File: src/rtl/qr_cycle_seq.sv
module qr_cycle_seq #(
  parameter int LEB_CYC     = 95,
  parameter int MIN_OFF_CYC = 2500,
  parameter int TIMEOUT_CYC = 1250
) (
  input  logic clk,
  input  logic rst_n,
  input  logic run_en,
  input  logic dmg_in,
  input  logic skip_in,
  input  logic cs_trip,
  output logic gate_on
);

  localparam int LW = $clog2(LEB_CYC + 1);
  localparam int OW = $clog2(MIN_OFF_CYC + 1);
  localparam int TW = $clog2(TIMEOUT_CYC + 1);
  localparam logic [LW-1:0] LEB_MAX = LW'(LEB_CYC);
  localparam logic [OW-1:0] OFF_MAX = OW'(MIN_OFF_CYC);
  localparam logic [TW-1:0] TMO_MAX = TW'(TIMEOUT_CYC);

  logic [1:0]    dmg_sync, skip_sync;
  logic          dmg_d, gate_q;
  logic [LW-1:0] on_cnt;
  logic [OW-1:0] off_cnt;
  logic [TW-1:0] tmo_cnt;

  logic dmg_s, skip_s, dmg_edge, dmg_fall;
  logic leb_done, moff_done, tmo_hit, start, stop, gate_nxt;

  assign dmg_s     = dmg_sync[1];
  assign skip_s    = skip_sync[1];
  assign dmg_edge  = dmg_s ^ dmg_d;
  assign dmg_fall  = dmg_d & ~dmg_s;
  assign leb_done  = (on_cnt == LEB_MAX);
  assign moff_done = (off_cnt == OFF_MAX);
  assign tmo_hit   = (tmo_cnt == TMO_MAX) & ~dmg_edge;
  assign start     = run_en & ~gate_q & moff_done & ~skip_s & (dmg_fall | tmo_hit);
  assign stop      = gate_q & (~run_en | (cs_trip & leb_done));
  assign gate_nxt  = gate_q ? ~stop : start;
  assign gate_on   = gate_q & run_en;

  always_ff @(posedge clk or negedge rst_n) begin
    if (!rst_n) begin
      dmg_sync  <= '0;
      skip_sync <= '0;
      dmg_d     <= 1'b0;
    end else begin
      dmg_sync  <= {dmg_sync[0], dmg_in};
      skip_sync <= {skip_sync[0], skip_in};
      dmg_d     <= dmg_s;
    end
  end

  always_ff @(posedge clk or negedge rst_n) begin
    if (!rst_n) gate_q <= 1'b0;
    else        gate_q <= gate_nxt;
  end

  always_ff @(posedge clk or negedge rst_n) begin
    if (!rst_n)                      on_cnt <= '0;
    else if (start)                  on_cnt <= '0;
    else if (gate_q && !leb_done)    on_cnt <= on_cnt + 1'b1;
  end

  always_ff @(posedge clk or negedge rst_n) begin
    if (!rst_n)                      off_cnt <= OFF_MAX;
    else if (gate_q && !gate_nxt)    off_cnt <= '0;
    else if (!gate_q && !moff_done)  off_cnt <= off_cnt + 1'b1;
  end

  always_ff @(posedge clk or negedge rst_n) begin
    if (!rst_n)                            tmo_cnt <= '0;
    else if (!run_en || gate_q || dmg_edge) tmo_cnt <= '0;
    else if (tmo_cnt != TMO_MAX)           tmo_cnt <= tmo_cnt + 1'b1;
  end

endmodule

File: config.mk
export PLATFORM = sky130hd
export DESIGN_NAME = qr_cycle_seq
export DESIGN_NICKNAME = d
export VERILOG_FILES = /design/src/rtl/qr_cycle_seq.sv
export SDC_FILE = /design/constraint.sdc
export NUM_CORES = 1
export LEC_CHECK = 0
export CAP_MARGIN = 15
export CORE_UTILIZATION = 35
export CTS_BUF_LIST = sky130_fd_sc_hd__clkbuf_2
export CTS_CLUSTER_DIAMETER = 120
export DETAILED_ROUTE_END_ITERATION = 7
export HOLD_SLACK_MARGIN = 0.02
export PLACE_DENSITY_LB_ADDON = 0.25
export SETUP_SLACK_MARGIN = 0.4
export SYNTH_ARGS = -nofsm -noshare
export SYNTH_HDL_FRONTEND = slang
export SYNTH_SLANG_ARGS = --single-unit
File: constraint.sdc
create_clock -name clk -period 5.4 [get_ports clk]
set_input_delay 1.08 -clock clk [delete_from_list [all_inputs] [get_ports clk]]
set_output_delay 1.08 -clock clk [all_outputs]
set_load 0.03 [all_outputs]
==> flow_summary.json <==
{
  "status": "finished, final reports clean",
  "regToRegStartpoint": "off_cnt[3]",
  "skew_ns": 0.01303,
  "drt_wl_total_mm": 3.049,
  "relSlewSlack_pct": 46.78,
  "num_antenna_cells": 0,
  "place_ws_ns": 1.881,
  "cts_root_buf": "clkbuf_2",
  "post_synth_num_cell_types": 37,
  "post-cts-setup-buffers": 0,
  "synth_area_um2": 1783,
  "clk_pin_slew_ns": 0.18,
  "yosysTopAreaCell": "dfrtp_1",
  "final_nets": 200,
  "row_count": 25,
  "vias": 1225,
  "critPathTopFamily": "buffers and inverters",
  "dieArea_um2": 5384,
  "multi_input_comb_area_um2": 829.5,
  "dp_cells": 248,
  "hold_start": "dmg_sync[0]",
  "slowest_delay_ns": 0.67,
  "wire_per_inst_um": 11.91,
  "place.gp.congestion": 0.7159,
  "path_class": "primary input to output pin",
  "cp_max_fo": 4,
  "p_leak_nw": 0.8380,
  "syn2layout_area_growth_pct": 10.74,
  "worstPathArrival_ns": 2.43,
  "worst_slew_pin_slew_ns": 0.7983,
  "path_common_cell": "clkdlybuf4s50_1",
  "cp-end-kind": "output pin",
  "core_area_um2": 4817,
  "cts.sinks": 36,
  "synth_flop_cell": "dfrtp_1",
  "die_height_um": 73.38,
  "fin_crit_ns": 3.508,
  "yosysTopAreaCellShare_pct": 43.51,
  "fin_tns_setup_ns": 0,
  "fin_ws_ns": 1.892,
  "grt_max_degree": 37,
  "fillers": 494,
  "drive_gt1_share_pct": 7.937,
  "critPathSlowestCell": "clkdlybuf4s50_1",
  "yosysSeqAreaShare_pct": 50.88,
  "ant_nets": 0,
  "rsz0062_at_grt": "no",
  "crit_chain": "clkdlybuf4s50_1 -> and2_1 -> clkdlybuf4s50_1",
  "max-vdd-ir-drop_mv": 0.1487,
  "cts_tree": "done",
  "hpwl_mm": 2.060,
  "hold_buffers": 0,
  "synth_fp_nets": 190,
  "grt_pass1_vias": 1172,
  "syn_avg_cell_area_um2": 10.02,
  "clkLatencyLatePin_ns": 0.37,
  "cts.path.max_buffers": 2,
  "netlist_instances": 178,
  "die_w_um": 73.38,
  "cts_buffers": 5,
  "grt_use_total_pct": 13.39,
  "synth_area_leaders": "dfrtp_1 (44%), dfstp_2 (7.4%), nor2_1 (6.5%)",
  "grt_overflow_total": 0,
  "ios": 7,
  "synth-seq-cells": 36,
  "drc": 0,
  "critPathLaunch": "run_en",
  "fin_cells": 256,
  "p_per_area_nw_per_um2": 322.5,
  "crit_required_ns": 4.32,
  "yosysWarnings": 0,
  "hp-class": "register to register",
  "antenna_found_initial": 0,
  "port-buffer-count": 6,
  "ys_async_sr_fraction_pct": 100.0,
  "drtIter0Drc": 48,
  "cp_num_buf_inv": 2,
  "hold_violations": 0,
  "maxSlewViolCount": 0,
  "fmax_mhz": 285.1,
  "synth-edff-count": 0,
  "finalSetupViolCount": 0,
  "critPathLaunchType": "primary input",
  "cts_resized": 0,
  "vias_per_cell": 4.785,
  "register_area_um2": 907.1,
  "fin_crit_sh_pct": 64.96,
  "start_util_pct": 37.01,
  "grt_pass1_wl_mm": 5.409,
  "maxCapViolations": 0,
  "drt_pass1_iterations": 4,
  "htree_num_levels": 2
}
state kept, by name (all words and copies together), names as in the netlist:
name       flops
dmg_d          1
dmg_sync       2
gate_q         1
off_cnt       12
on_cnt         7
skip_sync      2
tmo_cnt       11
cell usage in the layout, fill, tap and decap left out, types with 2 or more instances in the layout:
cell type,n
a211oi_1,2
a21oi_1,5
and2_1,2
and4_1,3
clkbuf_2,6
clkdlybuf4s50_1,5
dfrtp_1,31
dfstp_2,5
ha_1,6
inv_1,9
mux2i_1,3
nand2_1,12
nand3_1,9
nand3b_1,2
nand4_1,4
nand4b_1,2
nor2_1,31
nor3_1,8
nor4_1,2
o21ai_0,3
or3_1,2
xnor2_1,12
xor2_1,8
cell type report:
| class | count | area share, % |
|---|---|---|
| Multi-Input combinational cell | 130 | 42.02 |
| Timing Repair Buffer | 6 | 2.788 |
| Sequential cell | 36 | 45.94 |
| Clock buffer | 6 | 1.521 |
| Tap cell | 67 | 4.246 |
| Clock inverter | 2 | 1.774 |
| Inverter | 9 | 1.711 |
routing by layer:
layer,wire length [um],track usage [%]
met5,0,0
met4,51,5.769
met3,74,3.704
met2,1329,19.55
met1,1594,18.60
worst paths after layout:
| check | end | slack (ns) | cells after the start |
|---|---|---|---|
| worst max-delay path | gate_on | 1.89 | 3 |
| worst min-delay path | dmg_sync[1] | 0.36 | 0 |
| worst max register to register | on_cnt[3] | 3.24 | 4 |
| worst min register to register | dmg_sync[1] | 0.36 | 0 |
| max in group asynchronous | tmo_cnt[10] | 4.13 | 1 |
| min in group asynchronous | off_cnt[3] | 0.76 | 1 |
power breakdown:
part           switching, W  leakage, nW  internal (W)
clock             0.0000899       0.0430     0.0000798
combinational     0.0000617        0.376     0.0000527
sequential        0.0000389        0.419      0.000314
total              0.000190        0.838      0.000446
stage by stage:
stage               area (um2)  utilization (%)  total power, W  hold slack [ns]
CTS                       1974            40.99       0.0006435           0.3739
floorplan                 1783                -       0.0004378           0.3312
global route              1974            40.99       0.0006780           0.3999
global placement          1909            39.64       0.0004683           0.3345
finish                    1974            40.99       0.0006368           0.3628
detailed placement        1909            39.64       0.0004713           0.3355
kinds of logic after synthesis:
| kind of cell | count (synthesis) | share of synthesized area, % |
|---|---|---|
| fa+ha+maj | 6 | 4.210 |
| mux | 3 | 1.684 |
| simple gates | 85 | 24.91 |
| flops | 36 | 50.88 |
| compound gates | 16 | 5.895 |
| buf+inv | 12 | 2.596 |
| xor+xnor | 20 | 9.825 |
synth_stat cells (3+ instances only):
library cell,count
xnor2_1,12
nor3_1,8
mux2i_1,3
dfstp_2,5
nand4_1,4
xor2_1,8
ha_1,6
inv_1,9
a21oi_1,5
nand2_1,12
o21ai_0,3
dfrtp_1,31
nor2_1,31
nand3_1,9
and4_1,3
Power figures use the tool's default switching activity.
